$ cat src/rtl/rs_syn_pkg.sv
package rs_syn_pkg;
  localparam int SYM_W = 7;
  localparam logic [SYM_W:0] GF_POLY = 8'h89;  // x^7 + x^3 + 1

  // multiply x by alpha^p in GF(2^7)
  function automatic logic [SYM_W-1:0] gf_mul_apow(input logic [SYM_W-1:0] x, input int p);
    logic [SYM_W-1:0] v;
    v = x;
    for (int i = 0; i < p; i++) begin
      v = v[SYM_W-1] ? ((v << 1) ^ GF_POLY[SYM_W-1:0]) : (v << 1);
    end
    return v;
  endfunction
endpackage

$ cat src/rtl/rs_syn_unit.sv
module rs_syn_unit
  import rs_syn_pkg::*;
#(
  parameter int NSYN  = 6,
  parameter int TAG_W = 8,
  localparam int SYN_W = NSYN * SYM_W
) (
  input  logic             clk_i,
  input  logic             rst_ni,
  input  logic             we_i,
  input  logic             first_i,
  input  logic             last_i,
  input  logic [SYM_W-1:0] sym_i,
  input  logic [TAG_W-1:0] tag_i,
  input  logic             clr_i,
  output logic             done_o,
  output logic [SYN_W-1:0] syn_o,
  output logic [TAG_W-1:0] tag_o
);
  logic             done_q;
  logic [TAG_W-1:0] tag_q;

  always_ff @(posedge clk_i or negedge rst_ni) begin
    if (!rst_ni) begin
      done_q <= 1'b0;
      tag_q  <= '0;
    end else begin
      if (clr_i) done_q <= 1'b0;
      if (we_i && last_i) done_q <= 1'b1;
      if (we_i && first_i) tag_q <= tag_i;
    end
  end

  for (genvar j = 0; j < NSYN; j++) begin : g_syn
    logic [SYM_W-1:0] s_q;
    // Horner step: S_j <- S_j * alpha^j + r
    always_ff @(posedge clk_i or negedge rst_ni) begin
      if (!rst_ni) s_q <= '0;
      else if (we_i) s_q <= (first_i ? '0 : gf_mul_apow(s_q, j + 1)) ^ sym_i;
    end
    assign syn_o[j*SYM_W +: SYM_W] = s_q;
  end

  assign done_o = done_q;
  assign tag_o  = tag_q;

  a_r7_no_overwrite: assert property (@(posedge clk_i) disable iff (!rst_ni)
    we_i |-> !done_q);
  a_r6_unit_hold: assert property (@(posedge clk_i) disable iff (!rst_ni)
    (done_q && !clr_i) |=> (done_q && $stable(syn_o) && $stable(tag_q)));
endmodule

$ cat src/rtl/rs_syn_bank.sv
module rs_syn_bank
  import rs_syn_pkg::*;
#(
  parameter int N_SYM   = 127,
  parameter int T       = 3,
  parameter int N_UNITS = 3,
  parameter int TAG_W   = 8,
  localparam int NSYN  = 2 * T,
  localparam int SYN_W = NSYN * SYM_W,
  localparam int CNT_W = $clog2(N_SYM),
  localparam int SEL_W = (N_UNITS > 1) ? $clog2(N_UNITS) : 1
) (
  input  logic             clk_i,
  input  logic             rst_ni,
  input  logic             in_valid_i,
  input  logic [SYM_W-1:0] in_sym_i,
  output logic             in_ready_o,
  output logic             syn_valid_o,
  input  logic             syn_ready_i,
  output logic [SYN_W-1:0] syn_o,
  output logic [TAG_W-1:0] syn_tag_o,
  output logic             syn_no_err_o
);
  logic [CNT_W-1:0] sym_cnt;
  logic [SEL_W-1:0] wr_sel, rd_sel;
  logic [TAG_W-1:0] cw_cnt;
  logic [N_UNITS-1:0] done;
  logic [SYN_W-1:0] syn_arr [N_UNITS];
  logic [TAG_W-1:0] tag_arr [N_UNITS];

  logic fire, first, last, take;

  assign in_ready_o = !done[wr_sel];
  assign fire  = in_valid_i && in_ready_o;
  assign first = (sym_cnt == '0);
  assign last  = (sym_cnt == CNT_W'(N_SYM - 1));
  assign take  = syn_valid_o && syn_ready_i;

  always_ff @(posedge clk_i or negedge rst_ni) begin
    if (!rst_ni) begin
      sym_cnt <= '0;
      wr_sel  <= '0;
      cw_cnt  <= '0;
    end else if (fire) begin
      if (last) begin
        sym_cnt <= '0;
        cw_cnt  <= cw_cnt + 1'b1;
        wr_sel  <= (wr_sel == SEL_W'(N_UNITS - 1)) ? '0 : wr_sel + 1'b1;
      end else begin
        sym_cnt <= sym_cnt + 1'b1;
      end
    end
  end

  always_ff @(posedge clk_i or negedge rst_ni) begin
    if (!rst_ni) rd_sel <= '0;
    else if (take) rd_sel <= (rd_sel == SEL_W'(N_UNITS - 1)) ? '0 : rd_sel + 1'b1;
  end

  for (genvar u = 0; u < N_UNITS; u++) begin : g_unit
    rs_syn_unit #(.NSYN(NSYN), .TAG_W(TAG_W)) u_unit (
      .clk_i  (clk_i),
      .rst_ni (rst_ni),
      .we_i   (fire && (wr_sel == SEL_W'(u))),
      .first_i(first),
      .last_i (last),
      .sym_i  (in_sym_i),
      .tag_i  (cw_cnt),
      .clr_i  (take && (rd_sel == SEL_W'(u))),
      .done_o (done[u]),
      .syn_o  (syn_arr[u]),
      .tag_o  (tag_arr[u])
    );
  end

  assign syn_valid_o  = done[rd_sel];
  assign syn_o        = syn_arr[rd_sel];
  assign syn_tag_o    = tag_arr[rd_sel];
  assign syn_no_err_o = syn_valid_o && (syn_o == '0);

  a_r2_cnt_range: assert property (@(posedge clk_i) disable iff (!rst_ni)
    sym_cnt <= CNT_W'(N_SYM - 1));
  a_r7_stall_pending: assert property (@(posedge clk_i) disable iff (!rst_ni)
    !in_ready_o |-> syn_valid_o);
  a_r6_out_hold: assert property (@(posedge clk_i) disable iff (!rst_ni)
    (syn_valid_o && !syn_ready_i) |=> (syn_valid_o && $stable(syn_o) && $stable(syn_tag_o)));
  a_r5_no_err_valid: assert property (@(posedge clk_i) disable iff (!rst_ni)
    syn_no_err_o |-> syn_valid_o);
endmodule

$ cat config.mk
export PLATFORM = sky130hd
export DESIGN_NAME = rs_syn_bank
export DESIGN_NICKNAME = d
export VERILOG_FILES = /design/src/rtl/rs_syn_pkg.sv /design/src/rtl/rs_syn_unit.sv /design/src/rtl/rs_syn_bank.sv
export SDC_FILE = /design/constraint.sdc
export NUM_CORES = 1
export LEC_CHECK = 0
export BUFFER_PORTS_ARGS = -buffer_cell sky130_fd_sc_hd__clkbuf_2
export CORE_MARGIN = 10
export CORE_UTILIZATION = 50
export DETAILED_ROUTE_END_ITERATION = 8
export GPL_TIMING_DRIVEN = 0
export PLACE_DENSITY = 0.78
export SYNTH_ARGS = -nofsm -noshare
export SYNTH_HDL_FRONTEND = slang
export SYNTH_HIERARCHICAL = 1
export SYNTH_SLANG_ARGS = --single-unit
$ cat constraint.sdc
create_clock -name clk_i -period 3.35 [get_ports clk_i]
set_input_delay 0.67 -clock clk_i [delete_from_list [all_inputs] [get_ports clk_i]]
set_output_delay 0.67 -clock clk_i [all_outputs]
set_load 0.02 [all_outputs]
# After elaboration in Yosys (flattened, before gate mapping)
# Cells that the tools add are included.
# word_totals
regBits	172
input_bits	11
out_inout_bits	53
word_cells	246
# op_classes
n_addsub	4
magnitude_cmp	3
eq_ne	5
muxes	100
n_bitwise	82
n_reduce_logical	24
# op_table
operator	count
2-to-1 mux 4 bit	63
2-to-1 mux 7 bit	19
NOT 2 bit	63
XOR 7 bit	18
binary-select mux 42 bit (select 2 bit)	1
2-to-1 mux 42 bit	2
zero test 42 bit	1
binary-select mux 8 bit (select 2 bit)	1
2-to-1 mux 8 bit	2
logical AND 1 bit	15
adder 8 x 1 -> 8 bit (second input constant)	1
2-to-1 mux 1 bit	8
adder 7 x 1 -> 7 bit (second input constant)	1
== test 7 bit (second input constant)	1
zero test 7 bit	1
less-than comparator 2 x 3 -> 1 bit (second input constant)	2
nonzero test 2 bit	3
adder 2 x 1 -> 2 bit (second input constant)	2
binary-select mux 1 bit (select 2 bit)	2
== test 2 x 1 -> 1 bit (second input constant)	2
== test 2 bit (second input constant)	2
zero test 2 bit	2
2-to-1 mux 2 bit	2
>= comparator 3 bit (second input constant)	1
other kinds (3)	3

# Longest topological paths before layout
# depth
ltp_word	14
ltp_mapped	10
mapped_depth_nobuf	8

# By module
# The synthesis kept the hierarchy.
# by_module_without_submodules
mod	n_inst	cells_per_inst	area_per_inst_um2	seq_area_each_um2
rs_syn_unit	3	283	2713.9	1276.2
rs_syn_bank	1	245	2172.1	475.5

# Least setup slack after synthesis
# Ideal clock, no wire load.
# synth_timing
path_type	register -> register
from	reg sym_cnt[0]
to	reg g_unit[2].u_unit.tag_q[0]
setup_time_ps	125
arrival_ps	2987
required_ps	3225
setup_slack_ps	238
path_stages_with_launch	8
n_path_buf	1
period_less_slack_ps	3112
path_cell_list	dfrtp_1 > inv_1 > ha_1 > or4b_2 > nor3_1 > buf_2 > nand2_1 > mux2_2
# synth_between
elab_chain_len	2
# synth_rtl
element	line	source
start, declared	rs_syn_bank.sv:24	logic [CNT_W-1:0] sym_cnt;
start signal, assigned	rs_syn_bank.sv:50	sym_cnt <= sym_cnt + 1'b1;
zero test 7 bit	rs_syn_bank.sv:35	assign first = (sym_cnt == '0);
via first	rs_syn_bank.sv:31	logic fire, first, last, take;
logical AND 1 bit	rs_syn_unit.sv:30	if (we_i && first_i) tag_q <= tag_i;
end signal, assigned	rs_syn_unit.sv:30	
end, declared	rs_syn_unit.sv:21	logic [TAG_W-1:0] tag_q;
# The timed path passes the listed nets, and every way through them passes these cells.
# A chain may end at the register's enable or synchronous reset.

# Worst setup path in the final report
# layout_timing
from	reg rd_sel[1]
to	out syn_no_err_o
# layout_between
elab_chain_len	6
elab_cells_between_ends	8
classes_between	5 x mux; 1 x bitwise; 2 x reduce/logical
# layout_rtl
element	line	source
start, declared	rs_syn_bank.sv:25	logic [SEL_W-1:0] wr_sel, rd_sel;
start signal, assigned	rs_syn_bank.sv:57	else if (take) rd_sel <= (rd_sel == SEL_W'(N_UNITS - 1)) ? '0 : rd_sel + 1'b1;
NOT 2 -> 3 bit (not written as such)	rs_syn_bank.sv:77	assign syn_o = syn_arr[rd_sel];
binary-select mux 42 bit (select 2 bit)	rs_syn_bank.sv:77	
2-to-1 mux 42 bit (not written as such) (2 in series)	rs_syn_bank.sv:77	
zero test 42 bit	rs_syn_bank.sv:79	assign syn_no_err_o = syn_valid_o && (syn_o == '0);
logical AND 1 bit *	rs_syn_bank.sv:79	
end, declared	rs_syn_bank.sv:22	output logic syn_no_err_o
# Every way passes the cells marked *; elsewhere a longest branch is shown, timed or not. The select of a mux whose other input is x is not followed.

==> impl_metrics.ini <==
[die]
core_sq_um = 20200
die_area_sq_um = 26800
die_height_microns = 164
boundaryPins = 64
row_count = 52
initial_utilization = 0.510
die_w_microns = 164

[route]
drt-wirelength-per-cell_microns = 22.1
drc_errors = 0
dr_total_vias = 9067
totalWireLength_mm = 32.2
via_density = 6.22
drt_first_pass_iters = 7
detailedRoute.firstIterationViolations = 1163
ant_nets = 0

[cells_and_area]
layout.cells.most_common_list = dfrtp_1, xnor2_1, nor2_1
final-seq-area_sq_um = 4300
fin_nets = 1189
insertedDiodeCount = 0
leading_cell_type_in_the_layout_fill_and_taps_excluded = dfrtp_1
final_layout_size_suffix_gt1_frac = 0.131
area_used_by_multi_input_combinational_logic_sq_um = 5610
layout-area-overhead-vs-synth_pct = 13.5
fillers = 1717
util_after_layout = 0.579

[power_and_ir_drop]
pwr_density_cell_nw_per_um2 = 730
power.ir.vdd_worst_uv = 731
power.leakage_nw = 4.81

[global_route]
largest_net_degree_at_the_start_of_global_routing = 100
grt_pass1_vias = 8867
grt_overflow_total = 0
global_route_wire_length_before_repair_mm = 50.8
global_route.usage.total = 0.242
grt_antenna_before_repair = 0

[placement]
place_ws_ps = -119
port_buffers = 59
gp_routability_congestion = 0.995
detailedPlacementHpwl_mm = 23.4

[sta]
finalSetupViolCount = 0
f_max_mhz = 302
fin_skew_ps = 14.5
period_share = 0.989
totalNegativeSetupSlack_ps = 0
grt_setup_unrepaired = no
worst_margin_slew_ps = 697
fin_ws_ps = 37.1
slew-limit-headroom = 0.535
maxSlewViolCount = 0
fin_crit_ps = 3310
final_hold_viol_count = 0

[clock_network]
cts_post_setup_buffers_inserted = 0
clock_root_buffer = clkbuf_16
cts_buffers = 17
max-clock-path-buffers = 2
insertion_delay_ps = 450
clkSlewWorstSetupHoldPaths_ps = 80
htree_num_levels = 4
cts_hold_buf = 0
tritoncts = done
cts.sink_count = 172

[critical_path]
timing.critical_path.to_type = output port
required_ps = 2680
timing.critical_path.fanout_max = 10
worst-r2r-cell-count = 9
crit_type = reg -> out
timing.critical_path.arrival_ps = 2640
setup.worst_path.start_class = flip-flop

[logic_synthesis]
synth_top_area_share = 0.417
synth_cell_types = 49
ys_top_cells_by_area = dfrtp_1, xnor2_1, mux2i_1
synth_compound_area_frac = 0.177
postSynthCellCount = 1094
synthSimpleGateAreaFrac = 0.157
yosysSeqAreaShare = 0.417
postSynthRegisterBits = 172
adder_and_majority_cell_fraction_of_the_synthesized_area = 0.00485
syn-mean-instance-area_sq_um = 9.43
synth_fp_nets = 1109
netlist.top_cell.by_area = dfrtp_1
synthesis.area_sq_um = 10300
number_of_enable_flip_flop_cells_after_synthesis = 0
synthXorXnorAreaFrac = 0.115
dominant_combinational_cell_family_by_area_after_synthesis = compound AO/OA/AOI/OAI gates
synthArstFlopShare = 1.00
yosys-mux-area-fraction = 0.0836
yosysWarnings = 6
ys_dominant_reg_cell = dfrtp_1

[worst_hold_path]
hold_wc_path_type = in -> async

[status]
outcome = finished clean

[job]
maxcap_viol_count = 0
## area by class of cell
type | instances | share of cell area
Multi-Input combinational cell | 813 | 0.479
Clock inverter | 15 | 0.0174
Inverter | 20 | 0.00641
Timing Repair Buffer | 61 | 0.0293
Sequential cell | 172 | 0.368
Buffer | 89 | 0.0348
Clock buffer | 17 | 0.0363
Tap cell | 270 | 0.0289
## registers in the layout (all words and copies together), names as in the netlist
name,cells
g_unit.u_unit/done_o,3
wr_sel,2
cw_cnt,8
g_unit.u_unit/tag_o,24
g_unit.u_unit/g_syn.s_q,126
rd_sel,2
sym_cnt,7
## cells by family (layout without fill, tap and decap cells)
family | count (synthesis) | in the layout
AOI/OAI and AO/OA | 292 | 292
adders and majority gates | 4 | 4
muxes | 83 | 83
DFF | 172 | 172
buffers and inverters | 109 | 202
and+or+nand+nor | 313 | 313
xor gates and xnor gates | 121 | 121
## per-layer routing
layer | vias to the layer above | global-route usage | wire length, microns
met4 | 0 | 0.0991 | 1190
met1 | 4435 | 0.325 | 13100
li1 | 4021 | - | -
met3 | 86 | 0.0609 | 3470
met2 | 525 | 0.365 | 14400
met5 | - | 0 | 0
## worst max-delay path, stage by stage (launching register included)
cell and delay, ps:
dfrtp_1 380, buf_8 180, buf_8 190, mux2i_1 300
o2bb2ai_1 220, nor4_1 310, nand3_1 210, nor4_2 180
buf_2 210
## power by group
| group | switching, mW | internal, mW |
|---|---|---|
| combinational | 2.24 | 1.40 |
| sequential | 0.456 | 2.39 |
| clock | 1.03 | 1.03 |
## worst paths after layout
check / start / to / slack [ps]
min in group clk_i: g_unit[0].u_unit/tag_o[4] / g_unit[0].u_unit/tag_o[4] / 510
worst min register to register: g_unit[0].u_unit/tag_o[4] / g_unit[0].u_unit/tag_o[4] / 510
worst min-delay path: rst_ni / g_unit[2].u_unit/g_syn[5].s_q[1] / 240
worst max register to register: wr_sel[0] / g_unit[2].u_unit/g_syn[1].s_q[2] / 220
worst max-delay path: rd_sel[1] / syn_no_err_o / 40
max in group asynchronous: rst_ni / g_unit[1].u_unit/g_syn[5].s_q[0] / 2170
## cells in the mapped netlist, drive strengths merged (2+ instances only)
library cell / count
nor2b: 70
o311ai: 9
buf: 25
nor2: 110
clkbuf: 64
xor2: 2
o21ai: 75
nand4: 4
o2bb2ai: 47
nand2b: 9
o21a: 13
o22ai: 3
mux2i: 58
dfrtp: 172
a21oi: 72
nand3: 6
or2: 2
o31ai: 5
inv: 20
xnor3: 9
a31oi: 54
o32ai: 3
nand2: 37
ha: 4
mux2: 25
and2: 3
xnor2: 110
and4b: 2
nor3: 6
nand3b: 7
or3: 42
nor4: 10
a21o: 9
## what timing repair did
item / CTS / global route
hold endpoints to repair: 0 / 0
pin swaps: 0 / 3
resized for setup: 3 / 17
setup endpoints to repair: 19 / 77
## per-stage QoR
| step | std cells | total power [mW] | instance area [sq um] | hold slack [ps] |
|---|---|---|---|---|
| global route | 1457 | 8.95 | 11700 | 276 |
| detailed placement | 1425 | 6.33 | 11000 | 493 |
| finish | 1457 | 8.54 | 11700 | 245 |
| CTS | 1457 | 8.42 | 11600 | 265 |
| global placement | 1423 | 6.23 | 10900 | 486 |
| floorplan | 1094 | 5.22 | 10300 | 374 |
Note: power is estimated with default switching activity, not from simulation.
